$ cat config.mk
export PLATFORM = sky130hd
export DESIGN_NAME = mbox_cmd_writer
export DESIGN_NICKNAME = d
export VERILOG_FILES = /design/src/rtl/mbox_pkg.sv /design/src/rtl/mbox_encoder.sv /design/src/rtl/mbox_pacer.sv /design/src/rtl/mbox_cmd_writer.sv
export SDC_FILE = /design/constraint.sdc
export NUM_CORES = 1
export LEC_CHECK = 0
export BUFFER_PORTS_ARGS = -buffer_cell sky130_fd_sc_hd__buf_2
export CAP_MARGIN = 15
export CELL_PAD_IN_SITES_DETAIL_PLACEMENT = 1
export CELL_PAD_IN_SITES_GLOBAL_PLACEMENT = 1
export CORE_AREA = 5 5 112 114
export DETAILED_ROUTE_END_ITERATION = 6
export DIE_AREA = 0 0 117 119
export MAX_ROUTING_LAYER = met4
export PLACE_DENSITY_LB_ADDON = 0.1
export SYNTH_ARGS = -nofsm -noshare
export SYNTH_HDL_FRONTEND = slang
export SYNTH_HIERARCHICAL = 1
export SYNTH_SLANG_ARGS = --single-unit
$ cat constraint.sdc
create_clock -name clk -period 2.45 [get_ports clk]
set_input_delay 0 -clock clk [delete_from_list [all_inputs] [get_ports clk]]
set_output_delay 0 -clock clk [all_outputs]
set_load 0.02 [all_outputs]
$ cat src/rtl/mbox_pkg.sv
package mbox_pkg;
    localparam int unsigned NUM_SLOTS   = 4;
    localparam int unsigned SLOT_W      = $clog2(NUM_SLOTS);
    localparam int unsigned MAIN_BYTES  = 4;
    localparam int unsigned EXT_BYTES   = 2;
    localparam int unsigned PAYLOAD_MAX = 5;
    localparam int unsigned LONG_MIN    = 4;

    typedef enum logic [3:0] {
        ST_IDLE,
        ST_RD_TRIG,
        ST_RD_TEST,
        ST_EVAL,
        ST_WAIT,
        ST_WR_EXT,
        ST_WR_MAIN,
        ST_DONE,
        ST_FAIL
    } mbox_state_t;
endpackage

$ cat src/rtl/mbox_encoder.sv
module mbox_encoder
    import mbox_pkg::*;
(
    input  logic [7:0]                 id,
    input  logic [2:0]                 len,
    input  logic [8*PAYLOAD_MAX-1:0]   payload,
    output logic [8*MAIN_BYTES-1:0]    main_b,
    output logic [8*EXT_BYTES-1:0]     ext_b,
    output logic                       use_ext,
    output logic                       len_ok
);
    logic [7:0] pm [PAYLOAD_MAX];

    // bytes past the declared length are forced to zero
    for (genvar k = 0; k < PAYLOAD_MAX; k++) begin : g_mask
        assign pm[k] = (3'(k) < len) ? payload[8*k +: 8] : 8'h00;
    end

    assign use_ext = (len >= 3'(LONG_MIN));
    assign len_ok  = (len != 3'd0) && (len <= 3'(PAYLOAD_MAX));

    always_comb begin
        if (use_ext) begin
            ext_b  = {pm[1], pm[0]};
            main_b = {pm[4], pm[3], pm[2], id | 8'h80};
        end else begin
            ext_b  = '0;
            main_b = {pm[2], pm[1], pm[0], id & 8'h7F};
        end
    end
endmodule

$ cat src/rtl/mbox_pacer.sv
module mbox_pacer #(
    parameter int unsigned DELAY = 4
) (
    input  logic clk,
    input  logic rst_n,
    input  logic load,
    output logic expired
);
    localparam int unsigned CNT_W = (DELAY < 2) ? 1 : $clog2(DELAY);

    logic [CNT_W-1:0] cnt;

    always_ff @(posedge clk) begin
        if (!rst_n)          cnt <= '0;
        else if (load)       cnt <= CNT_W'(DELAY - 1);
        else if (cnt != '0)  cnt <= cnt - 1'b1;
    end

    assign expired = (cnt == '0);
endmodule

$ cat src/rtl/mbox_cmd_writer.sv
module mbox_cmd_writer
    import mbox_pkg::*;
#(
    parameter int unsigned ADDR_W       = 12,
    parameter logic [ADDR_W-1:0] TRIG_ADDR = 12'h0CC,
    parameter logic [ADDR_W-1:0] TEST_BASE = 12'h1B8,
    parameter logic [ADDR_W-1:0] MAIN_BASE = 12'h1D0,
    parameter logic [ADDR_W-1:0] EXT_BASE  = 12'h1F0,
    parameter int unsigned CHECK_LIMIT  = 100,
    parameter int unsigned CHECK_DELAY  = 4,
    parameter int unsigned REQ_WAIT_MAX = 200
) (
    input  logic              clk,
    input  logic              rst_n,
    input  logic              cmd_req,
    input  logic [7:0]        cmd_id,
    input  logic [2:0]        cmd_len,
    input  logic [39:0]       cmd_payload,
    output logic              cmd_ack,
    output logic              cmd_err,
    output logic              cmd_drop,
    output logic              cmd_done,
    output logic              cmd_fail,
    output logic              wr_en,
    output logic [ADDR_W-1:0] wr_addr,
    output logic [7:0]        wr_data,
    output logic              rd_en,
    output logic [ADDR_W-1:0] rd_addr,
    input  logic [7:0]        rd_data
);
    localparam int unsigned ATT_W = $clog2(CHECK_LIMIT + 1);
    localparam int unsigned RW_W  = $clog2(REQ_WAIT_MAX + 1);

    mbox_state_t state, state_n;
    logic [SLOT_W-1:0]        slot;
    logic [1:0]               idx;
    logic [ATT_W-1:0]         att;
    logic [RW_W-1:0]          rwait;
    logic [7:0]               trig_q;
    logic [8*MAIN_BYTES-1:0]  main_q, enc_main;
    logic [8*EXT_BYTES-1:0]   ext_q, enc_ext;
    logic                     long_q, enc_long, enc_ok;
    logic                     load_pace, pace_exp, slot_free, accept;

    mbox_encoder u_enc (
        .id      (cmd_id),
        .len     (cmd_len),
        .payload (cmd_payload),
        .main_b  (enc_main),
        .ext_b   (enc_ext),
        .use_ext (enc_long),
        .len_ok  (enc_ok)
    );

    mbox_pacer #(.DELAY(CHECK_DELAY)) u_pace (
        .clk     (clk),
        .rst_n   (rst_n),
        .load    (load_pace),
        .expired (pace_exp)
    );

    assign slot_free = !trig_q[slot] && (rd_data == 8'h00);
    assign accept    = (state == ST_IDLE) && cmd_req && enc_ok;

    // state register and datapath registers
    always_ff @(posedge clk) begin
        if (!rst_n) begin
            state  <= ST_IDLE;
            slot   <= '0;
            idx    <= '0;
            att    <= '0;
            rwait  <= '0;
            trig_q <= '0;
            main_q <= '0;
            ext_q  <= '0;
            long_q <= 1'b0;
        end else begin
            state <= state_n;
            if (accept) begin
                main_q <= enc_main;
                ext_q  <= enc_ext;
                long_q <= enc_long;
                att    <= '0;
            end
            if (state == ST_RD_TEST) trig_q <= rd_data;
            if (state == ST_EVAL) begin
                idx <= '0;
                if (!slot_free) att <= att + 1'b1;
            end
            if (state == ST_WR_EXT)  idx <= (idx == 2'd1) ? 2'd0 : idx + 1'b1;
            if (state == ST_WR_MAIN) begin
                idx <= idx + 1'b1;
                if (idx == 2'd3) slot <= slot + 1'b1;
            end
            if (state != ST_IDLE && cmd_req)
                rwait <= (rwait == RW_W'(REQ_WAIT_MAX - 1)) ? '0 : rwait + 1'b1;
            else
                rwait <= '0;
        end
    end

    // next state and outputs
    always_comb begin
        state_n   = state;
        load_pace = 1'b0;
        cmd_ack   = 1'b0;
        cmd_err   = 1'b0;
        cmd_done  = 1'b0;
        cmd_fail  = 1'b0;
        wr_en     = 1'b0;
        wr_addr   = '0;
        wr_data   = '0;
        rd_en     = 1'b0;
        rd_addr   = TRIG_ADDR;
        cmd_drop  = (state != ST_IDLE) && cmd_req &&
                    (rwait == RW_W'(REQ_WAIT_MAX - 1));
        unique case (state)
            ST_IDLE: begin
                if (cmd_req) begin
                    cmd_ack = 1'b1;
                    if (!enc_ok) cmd_err = 1'b1;
                    else         state_n = ST_RD_TRIG;
                end
            end
            ST_RD_TRIG: begin
                rd_en   = 1'b1;
                rd_addr = TRIG_ADDR;
                state_n = ST_RD_TEST;
            end
            ST_RD_TEST: begin
                rd_en   = 1'b1;
                rd_addr = TEST_BASE + {{(ADDR_W-SLOT_W){1'b0}}, slot};
                state_n = ST_EVAL;
            end
            ST_EVAL: begin
                if (slot_free) begin
                    state_n = long_q ? ST_WR_EXT : ST_WR_MAIN;
                end else if (att == ATT_W'(CHECK_LIMIT - 1)) begin
                    state_n = ST_FAIL;
                end else begin
                    state_n   = ST_WAIT;
                    load_pace = 1'b1;
                end
            end
            ST_WAIT: begin
                if (pace_exp) state_n = ST_RD_TRIG;
            end
            ST_WR_EXT: begin
                wr_en   = 1'b1;
                wr_addr = EXT_BASE + {{(ADDR_W-SLOT_W-1){1'b0}}, slot, idx[0]};
                wr_data = ext_q[8*idx[0] +: 8];
                if (idx == 2'd1) state_n = ST_WR_MAIN;
            end
            ST_WR_MAIN: begin
                wr_en   = 1'b1;
                wr_addr = MAIN_BASE + {{(ADDR_W-SLOT_W-2){1'b0}}, slot, idx};
                wr_data = main_q[8*idx +: 8];
                if (idx == 2'd3) state_n = ST_DONE;
            end
            ST_DONE: begin
                cmd_done = 1'b1;
                state_n  = ST_IDLE;
            end
            ST_FAIL: begin
                cmd_fail = 1'b1;
                state_n  = ST_IDLE;
            end
            default: state_n = ST_IDLE;
        endcase
    end
endmodule

==> metrics.csv, run 1 <==
stage,metric,value,unit
floorplan,io-pin-count,101,
drt,vias,3833,
sta,tightest_slew,0.708,ns
pwr,switching_share,26.8,%
drt,routedWlPerCell,16.2,um
synth,synth_cell_type_count,57,
floorplan,core,11300,um^2
floorplan,fp.dieH,119,um
synth,synth_area,4420,um^2
sta,setup_viol,0,
floorplan,die_w,117,um
critical_path,path_cells,nor4bb_2 -> buf_4 -> nand2_1 -> o21ai_0 -> buf_2,
synth,syn_inst,530,
synth,synth_top_area_cell,dfxtp_1,
critical_path,crit_type,reg2out,
synth,synth_top_area_share,35.3,%
synth,yosys_warnings,6,
pwr,p_int,2.34,mW
sta,fmax,0.437,GHz
drt,detail-route-antenna-nets,0,
drt,drt_iter0_drc,227,
pwr,p_seq_share,43.5,%
critical_path,crit_path_end_kind,output pin,
synth,async_flop_share,0,%
placement,placed_cell_area,4860,um^2
global_route,grt_util_all_layers,18.4,%
synth,yosysSeqAreaShare,35.3,%
critical_path,crit_family,simple AND/OR/NAND/NOR gates,
run,maxCapViolCount,0,
floorplan,num_rows,39,
pwr,p_clk_share,39.1,%
cts,clk_pin_slew,0.06,ns
sta,fin_crit_sh,93.3,%
global_route,grt_max_degree,51,
critical_path,slowest_stage,dfxtp_1,
cts,clk-insertion-delay-late,0.33,ns
outcome,status,completed,
floorplan,start_util,39.0,%
drt,first_pass_iters,4,
global_route,grt_pass1_vias,3934,
synth,synth-seq-cells,78,
placement,dpl.hpwl,8760,um
pwr,powerDensity,610,nW/um^2
cts,cts_resized,0,
finish,final_common_cell,nand2_1,
critical_path,critPathMaxStageDelay,0.62,ns
critical_path,r2r_slack,0.40,ns
cts,htreeDepth,3,
critical_path,cp.arrival,2.29,ns
finish,post_route_cells_drive_above_1_share,23.4,%
drt,vias_per_cell,5.14,
finish,antenna-diode-count,0,
critical_path,cp.required,2.45,ns
hold_path,min_path_type,in2reg,
critical_path,cp-start-kind,flip-flop,
cts,cts_max_path_buffers,2,
sta,period_minus_slack,2.29,ns
floorplan,dieArea,13900,um^2
critical_path,path_buf_inv,2,
pwr,combPwrFrac,17.5,%
sta,grt_setup_unrepaired,no,
global_route,grt_pass1_wl,20000,um
global_route,overflow,0,
pwr,p_leak,2.12,nW
finish,syn2layout_area_growth,18.7,%
sta,drv_slew,0,
cts,cts_inserted_buffers,9,
placement,portBuffers,91,
finish,layout_common_cells,"nand2_1 (123), buf_2 (91), dfxtp_1 (78)",
pwr,vdd_drop_max,0.255,mV
sta,relSlewSlack,52.7,%
cts,clock_sinks,78,
hold_path,holdPathStages,4,
global_route,antenna_found_initial,0,
finish,nNetsFinal,668,
cts,cts_setup_buffers,0,
cts,clock-root-buffer,clkbuf_16,
synth,synthFlopType,dfxtp_1,
synth,syn_avg_cell_area,8.34,um^2
drt,drcViolationCount,0,
critical_path,worst-path-stages,5,
sta,tns,0,ns
finish,fin_area,5240,um^2
pwr,switchingPower,0.856,mW
critical_path,worst-r2r-cell-count,4,
pwr,power,3.20,mW
sta,hold_violations,0,
placement,gp_congestion,0.752,
cts,cts_tree,built,
synth,synth_edf_count,0,
critical_path,path_max_fanout,14,
sta,fin_skew,0.00642,ns
drt,wirelength,12100,um
cts,cts_hold_buf,11,
synth,synthTopCellsByArea,"dfxtp_1 (35%), nand2_1 (10%), a21boi_0 (8.3%)",
sequential cells by signal, indices dropped and copies added, names as in the netlist:
register,flops
idx,2
u_pace/cnt,2
rwait,8
slot,2
state,4
trig_q,4
ext_q,16
long_q,1
main_q,32
att,7
synthesized netlist by cell type, drive strengths merged, types with 7 or more instances:
cell,n
inv,7
mux2i,13
a21boi,50
a21oi,7
and3,7
nor2,20
nand2,123
mux4,9
nand3,10
buf,37
dfxtp,78
and2,23
clkbuf,22
o21ai,29
a22o,17
nor3,10
worst min-delay path, stage by stage:
cell      delay [ns]
buf_2           0.09
a22o_1          0.11
nand2_1         0.05
a21boi_1        0.10
cell type report:
cell class | count | area (um^2)
clock inverters | 1 | 5.00
repair buffers | 112 | 666
flip-flops and latches | 78 | 1560
clock buffers | 13 | 270
fillers | 1419 | 6080
well taps | 143 | 179
inverters | 7 | 26.3
multi-input cells | 392 | 2540
path summary, 6_finish.rpt:
check | endpoint | startpoint
worst max-delay path | wr_data[4] | state[2]
worst min-delay path | main_q[21] | cmd_payload[13]
worst max register to register | att[0] | slot[0]
worst min register to register | main_q[21] | main_q[21]
stage by stage:
| stage | instances | hold WS [ns] | setup WS (ns) | utilization (%) |
|---|---|---|---|---|
| after floorplan | 536 | 0.117 | 0.319 | - |
| after global placement | 721 | 0.256 | 0.427 | 42.9 |
| after detailed placement | 721 | 0.264 | 0.404 | 42.9 |
| after CTS | 746 | 0.0426 | 0.162 | 46.3 |
| after global routing | 746 | 0.0788 | 0.0248 | 46.3 |
| final | 746 | 0.0557 | 0.164 | 46.3 |
logic make-up (layout without fill, tap and decap cells):
family | count (synthesis) | in the layout | share of synthesized area, %
multiplexers | 24 | 24 | 8.04
XOR/XNOR | 11 | 11 | 2.18
AND/OR/NAND/NOR | 223 | 223 | 24.4
adder cells (fa/ha/maj) | 6 | 6 | 1.70
flip-flops | 78 | 78 | 35.3
other | 2 | 8 | 0.170
buffers and inverters | 66 | 133 | 8.18
AO/OA/AOI/OAI | 120 | 120 | 20.0
routing by layer:
layer,part of all wire [%],routed length [um],vias up,global-route usage (%)
met1,47,5660,1798,24.4
met2,47,5680,89,28.9
met4,1.3,163,0,5.66
met3,4.8,581,13,3.04
li1,-,-,1933,-
met5,0,0,-,-
power groups by stage:
stage	Sequential [mW]	Combinational, mW	Clock [mW]
final	1.39	0.559	1.25
after global routing	1.40	0.628	1.35
after CTS	1.39	0.565	1.29
after detailed placement	1.42	0.548	0
after global placement	1.41	0.531	0
after floorplan	1.39	0.412	0
(Power assumes the default switching activity.)
==> run 2, diff against run 1 <==
--- a/config.mk
+++ b/config.mk
@@ -8,12 +8,13 @@
 export BUFFER_PORTS_ARGS = -buffer_cell sky130_fd_sc_hd__buf_2
 export CAP_MARGIN = 15
 export CELL_PAD_IN_SITES_DETAIL_PLACEMENT = 1
-export CELL_PAD_IN_SITES_GLOBAL_PLACEMENT = 1
-export CORE_AREA = 5 5 112 114
+export CELL_PAD_IN_SITES_GLOBAL_PLACEMENT = 2
+export CORE_AREA = 5 5 124 126
 export DETAILED_ROUTE_END_ITERATION = 6
-export DIE_AREA = 0 0 117 119
+export DIE_AREA = 0 0 129 131
 export MAX_ROUTING_LAYER = met4
 export PLACE_DENSITY_LB_ADDON = 0.1
+export SLEW_MARGIN = 0
 export SYNTH_ARGS = -nofsm -noshare
 export SYNTH_HDL_FRONTEND = slang
 export SYNTH_HIERARCHICAL = 1
==> run 2 against run 1 <==
- clock skew fell by 0.0024 ns
- final cell count up 6.3%
- sequential share of layout area shrank 0.72 points
- critical path type unchanged
- largest cell class unchanged
- largest power group is now clock
==> metrics.csv, run 2 (same netlist as run 1, synthesis figures left out) <==
stage,metric,value,unit,change
cts,cts_resized,0,,unchanged
global_route,grt_max_degree,51,,unchanged
cts,htreeDepth,3,,unchanged
drt,first_pass_iters,4,,unchanged
finish,final_common_cell,nand2_1,,unchanged
sta,worst_slack,0.174,ns,was 0.164 ns
drt,detail-route-antenna-nets,0,,unchanged
critical_path,worst-r2r-cell-count,4,,unchanged
pwr,p_leak,2.16,nW,was 2.12 nW
pwr,power,3.41,mW,was 3.20 mW
floorplan,die_w,129,um,was 117 um
critical_path,crit_path_end_kind,output pin,,unchanged
cts,clock_sinks,78,,unchanged
finish,largest_register_ffs,32,,unchanged
sta,tightest_slew,0.841,ns,was 0.708 ns
floorplan,dieArea,16900,um^2,"was 13,900 um^2"
hold_path,holdPathStages,5,,was 4
drt,vias_per_cell,4.84,,was 5.14
cts,clk_pin_slew,0.06,ns,about the same
cts,cts_hold_buf,11,,unchanged
placement,dpl.cell_count,766,,was 721
cts,cts_max_path_buffers,2,,unchanged
sta,setup_viol,0,,unchanged
placement,dpl.hpwl,9240,um,was 8760 um
finish,post_route_cells_drive_above_1_share,24.3,%,was 23.4%
finish,finish.utilization,37.8,%,was 46.3%
drt,drt_iter0_drc,127,,was 227
outcome,status,completed,,unchanged
drt,wirelength,12700,um,"was 12,100 um"
drt,drcViolationCount,0,,unchanged
cts,cts_inserted_buffers,9,,unchanged
sta,drv_slew,0,,unchanged
sta,whs,0.0494,ns,was 0.0557 ns
floorplan,fp.dieH,131,um,was 119 um
drt,routedWlPerCell,16.1,um,was 16.2 um
cts,clock-root-buffer,clkbuf_16,,unchanged
finish,fillers,1711,,"was 1,419"
sta,period_minus_slack,2.28,ns,was 2.29 ns
sta,fin_crit_sh,92.9,%,was 93.3%
sta,hold_violations,0,,unchanged
cts,cts_tree,built,,unchanged
global_route,antenna_found_initial,0,,unchanged
finish,regMostFlops,main_q,,unchanged
placement,placed_cell_area,4940,um^2,was 4860 um^2
finish,antenna-diode-count,0,,unchanged
finish,layout_common_cells,"nand2_1 (123), buf_2 (91), dfxtp_1 (78)",,unchanged
placement,gp_congestion,0.746,,was 0.752
finish,nNetsFinal,672,,was 668
critical_path,cp-start-kind,flip-flop,,unchanged
critical_path,timing.rr.end,att[0],,unchanged
critical_path,startpoint,state[1],,was state[2]
hold_path,holdCritStartpoint,cmd_payload[21],,was cmd_payload[13]
global_route,grt_util_all_layers,16.0,%,was 18.4%
drt,vias,3840,,"was 3,833"
critical_path,r2r_slack,0.35,ns,was 0.40 ns
cts,clk-insertion-delay-late,0.33,ns,about the same
placement,place_ws,0.367,ns,was 0.404 ns
sta,fmax,0.439,GHz,was 0.437 GHz
critical_path,cp-endpoint,wr_data[4],,unchanged
critical_path,r2r_start,slot[0],,unchanged
global_route,grt_pass1_vias,3974,,"was 3,934"
critical_path,cp.required,2.45,ns,about the same
sta,tns,0,ns,unchanged
pwr,vdd_drop_max,0.305,mV,was 0.255 mV
sta,grt_setup_unrepaired,no,,unchanged
sta,fin_skew,0.00402,ns,was 0.00642 ns
global_route,overflow,0,,unchanged
sta,relSlewSlack,43.9,%,was 52.7%
global_route,grt_pass1_wl,20800,um,"was 20,000 um"
floorplan,io-pin-count,101,,unchanged
finish,syn2layout_area_growth,21.6,%,was 18.7%
critical_path,path_max_fanout,16,,was 14
floorplan,core,14200,um^2,"was 11,300 um^2"
finish,largestRegisters,"main_q (32), ext_q (16), rwait (8)",,unchanged
finish,instances_no_fill,793,,was 746
finish,fin_area,5370,um^2,was 5240 um^2
floorplan,num_rows,44,,was 39
critical_path,crit_type,reg2out,,unchanged
placement,portBuffers,91,,unchanged
cts,cts_setup_buffers,0,,unchanged
critical_path,cp.arrival,2.28,ns,was 2.29 ns
pwr,powerDensity,634,nW/um^2,was 610 nW/um^2
hold_path,min_path_type,in2reg,,unchanged
floorplan,start_util,31.1,%,was 39.0%
run,maxCapViolCount,0,,unchanged
-- run 2: changes by cell type in the layout (fill, tap and decap cells not counted) --
cell,previous run,this run
buf_4,8,12
bufinv_16,0,2
clkbuf_1,1,0
clkbuf_8,3,1
clkinv_2,1,2
clkinvlp_4,0,2
-- run 2: cell type report --
type	instances	area (um^2)	area share [%]
inverters	7	26.3	0.489
multi-input cells	392	2540	47.2
clock buffers	10	239	4.45
clock inverters	6	85.1	1.58
flip-flops and latches	78	1560	29.1
well taps	184	230	4.28
repair buffers	116	696	12.9
-- run 2: worst min path at each step --
stage	endpoint	slack, ns
2_1_floorplan	u_pace/cnt[0]	0.12
6_report	main_q[13]	0.05
5_1_grt	main_q[8]	0.08
3_3_place_gp	main_q[2]	0.26
4_1_cts	main_q[13]	0.05
3_5_place_dp	main_q[0]	0.27
-- run 2: where the power goes --
group | leakage (nW) | switching, mW | internal (mW)
clock network | 0.154 | 0.532 | 0.916
logic | 1.37 | 0.322 | 0.251
registers | 0.633 | 0.0467 | 1.34
total | 2.16 | 0.901 | 2.51
-- run 2: per-layer routing --
metal	up-vias	wire, um	GRT usage, %
li1	1949	-	-
met1	1812	6420	21.5
met2	67	5750	25.2
met3	12	401	2.07
met4	0	174	5.19
met5	-	0	-
-- run 2: critical path, stage by stage, from the launching register on --
cell	delay, ns
dfxtp_1	0.62
nor4bb_2	0.62
buf_4	0.31
nand2_1	0.06
o21ai_0	0.11
buf_2	0.22
==> run 3, diff against run 2 <==
--- a/config.mk
+++ b/config.mk
@@ -5,13 +5,13 @@
 export SDC_FILE = /design/constraint.sdc
 export NUM_CORES = 1
 export LEC_CHECK = 0
-export BUFFER_PORTS_ARGS = -buffer_cell sky130_fd_sc_hd__buf_2
 export CAP_MARGIN = 15
 export CELL_PAD_IN_SITES_DETAIL_PLACEMENT = 1
 export CELL_PAD_IN_SITES_GLOBAL_PLACEMENT = 2
-export CORE_AREA = 5 5 124 126
+export CORE_AREA = 5 5 116 118
 export DETAILED_ROUTE_END_ITERATION = 6
-export DIE_AREA = 0 0 129 131
+export DIE_AREA = 0 0 121 123
+export DONT_BUFFER_PORTS = 1
 export MAX_ROUTING_LAYER = met4
 export PLACE_DENSITY_LB_ADDON = 0.1
 export SLEW_MARGIN = 0
==> run 3 against run 2 <==
- the run now ends with negative hold slack left
- register-to-register slack worse by 0.05 ns
- sequential share of layout area is 0.37 points lower
- core utilization is 6.2 points higher
- sequential power hardly changed
- global-route usage is 2.6 points higher
- clock power is 8% lower
- final cell count is 5.9% lower
- clock skew is 0.0029 ns higher
- worst hold slack worse by 0.056 ns
- combinational power is 4.2% higher
- via count is 1.5% lower
- routed wire length is 2.9% higher
- largest cell class unchanged
==> metrics.csv, run 3 (same netlist as run 1, synthesis figures left out) <==
stage,metric,value,unit,change
critical_path,slowest_stage,or4_1,,was dfxtp_1
cts,cts_max_path_buffers,2,,unchanged
finish,layout_common_cells,"nand2_1 (123), dfxtp_1 (78), dlygate4sd3_1 (50)",,"was nand2_1 (123), buf_2 (91), dfxtp_1 (78)"
critical_path,path_cells,or4_1 -> nor2_4 -> nand2_1 -> dlygate4sd3_1 -> a21boi_0,,was nor4bb_2 -> buf_4 -> nand2_1 -> o21ai_0 -> buf_2
pwr,powerDensity,610,nW/um^2,was 634 nW/um^2
cts,clk_pin_slew,0.06,ns,about the same
floorplan,dieArea,14900,um^2,"was 16,900 um^2"
placement,placed_cell_area,4570,um^2,was 4940 um^2
placement,dpl.cell_count,675,,was 766
finish,fillers,1460,,"was 1,711"
sta,fmax,0.466,GHz,was 0.439 GHz
critical_path,crit_family,simple AND/OR/NAND/NOR gates,,unchanged
sta,tns,0,ns,unchanged
cts,clock_sinks,78,,unchanged
global_route,grt_pass1_vias,3893,,"was 3,974"
finish,nNetsFinal,638,,was 672
sta,grt_setup_unrepaired,no,,unchanged
hold_path,holdCritStartpoint,cmd_payload[33],,was cmd_payload[21]
sta,whs,-0.00619,ns,was 0.0494 ns
global_route,overflow,0,,unchanged
critical_path,startpoint,state[0],,was state[1]
pwr,vdd_drop_max,0.283,mV,was 0.305 mV
drt,wirelength,13100,um,"was 12,700 um"
placement,gp_congestion,0.729,,was 0.746
drt,vias,3784,,"was 3,840"
critical_path,cp.arrival,2.42,ns,was 2.28 ns
hold_path,holdPathStages,3,,was 5
drt,detail-route-antenna-nets,0,,unchanged
finish,syn2layout_area_growth,23.2,%,was 21.6%
floorplan,fp.dieH,123,um,was 131 um
finish,regMostFlops,main_q,,unchanged
finish,largest_register_ffs,32,,unchanged
sta,period_minus_slack,2.15,ns,was 2.28 ns
sta,drv_slew,0,,unchanged
critical_path,r2r_start,state[0],,was slot[0]
drt,vias_per_cell,5.07,,was 4.84
critical_path,crit_type,reg2reg,,was reg2out
drt,routedWlPerCell,17.6,um,was 16.1 um
floorplan,core,12400,um^2,"was 14,200 um^2"
global_route,grt_max_degree,66,,was 51
placement,portBuffers,0,,was 91
finish,instances_no_fill,746,,was 793
finish,final_common_cell,nand2_1,,unchanged
pwr,p_leak,2.02,nW,was 2.16 nW
critical_path,path_max_fanout,10,,was 16
global_route,antenna_found_initial,0,,unchanged
cts,cts_tree,built,,unchanged
finish,finish.utilization,44.0,%,was 37.8%
pwr,power,3.32,mW,was 3.41 mW
cts,cts_inserted_buffers,9,,unchanged
finish,antenna-diode-count,0,,unchanged
cts,htreeDepth,3,,unchanged
sta,fin_skew,0.00697,ns,was 0.00402 ns
global_route,grt_pass1_wl,20800,um,about the same
cts,clock-root-buffer,clkbuf_16,,unchanged
drt,drcViolationCount,0,,unchanged
floorplan,die_w,121,um,was 129 um
placement,place_ws,0.391,ns,was 0.367 ns
critical_path,worst-r2r-cell-count,5,,was 4
finish,fin_area,5440,um^2,was 5370 um^2
floorplan,start_util,35.7,%,was 31.1%
sta,hold_violations,1,,was 0
critical_path,worst-path-stages,5,,unchanged
drt,first_pass_iters,5,,was 4
sta,relSlewSlack,38.4,%,was 43.9%
run,maxCapViolCount,0,,unchanged
global_route,grt_util_all_layers,18.7,%,was 16.0%
outcome,status,"complete, but fails checks",,was completed
sta,worst_slack,0.303,ns,was 0.174 ns
hold_path,min_path_type,in2reg,,unchanged
critical_path,cp-start-kind,flip-flop,,unchanged
finish,post_route_cells_drive_above_1_share,13.2,%,was 24.3%
sta,setup_viol,0,,unchanged
critical_path,path_buf_inv,1,,was 2
outcome,violations,negative hold slack,,
critical_path,cp.required,2.72,ns,was 2.45 ns
cts,clk-insertion-delay-late,0.35,ns,was 0.33 ns
critical_path,crit_path_end_kind,flip-flop,,was output pin
drt,drt_iter0_drc,150,,was 127
finish,largestRegisters,"main_q (32), ext_q (16), rwait (8)",,unchanged
critical_path,critPathMaxStageDelay,0.67,ns,was 0.62 ns
floorplan,io-pin-count,101,,unchanged
sta,fin_crit_sh,87.6,%,was 92.9%
floorplan,num_rows,41,,was 44
placement,dpl.hpwl,8840,um,was 9240 um
sta,tightest_slew,0.923,ns,was 0.841 ns
run 3: final timing paths:
check	to	slack, ns
max	long_q	0.30
min	main_q[25]	-0.006
max reg2reg	long_q	0.30
min reg2reg	rwait[0]	0.45
run 3: worst min-delay path: cells and delay by family:
family / cells / cell delay (ns)
AO/OA/AOI/OAI: 2 / 0.24
AND/OR/NAND/NOR: 1 / 0.05
run 3: report_power, final:
group	switching (mW)	internal, mW	total (mW)	leakage [nW]
clock	0.535	0.808	1.34	0.141
combinational	0.315	0.282	0.597	1.24
sequential	0.0415	1.34	1.38	0.633
run 3: final cells by class:
class	instances	area, um^2	share of cell area [%]
sequential	78	1560	28.7
inverter	7	26.3	0.483
timing repair buffer	82	798	14.7
multi-input combinational	392	2550	46.9
clock buffer	11	243	4.46
clock inverter	4	47.5	0.873
tap	172	215	3.95
run 3: repair_timing:
action	in CTS	in global routing
setup buffers	0	4
resized for setup	0	2
endpoints found under the setup margin	0	3
endpoints found under the hold margin	66	0
hold buffers	52	0
run 3: per-layer routing:
metal | vias to the layer above | global-route usage, % | wire [um]
met5 | - | - | 0
met4 | 0 | 7.01 | 221
met3 | 12 | 4.12 | 592
met2 | 78 | 30.3 | 6280
met1 | 1821 | 23.0 | 6010
li1 | 1873 | - | -
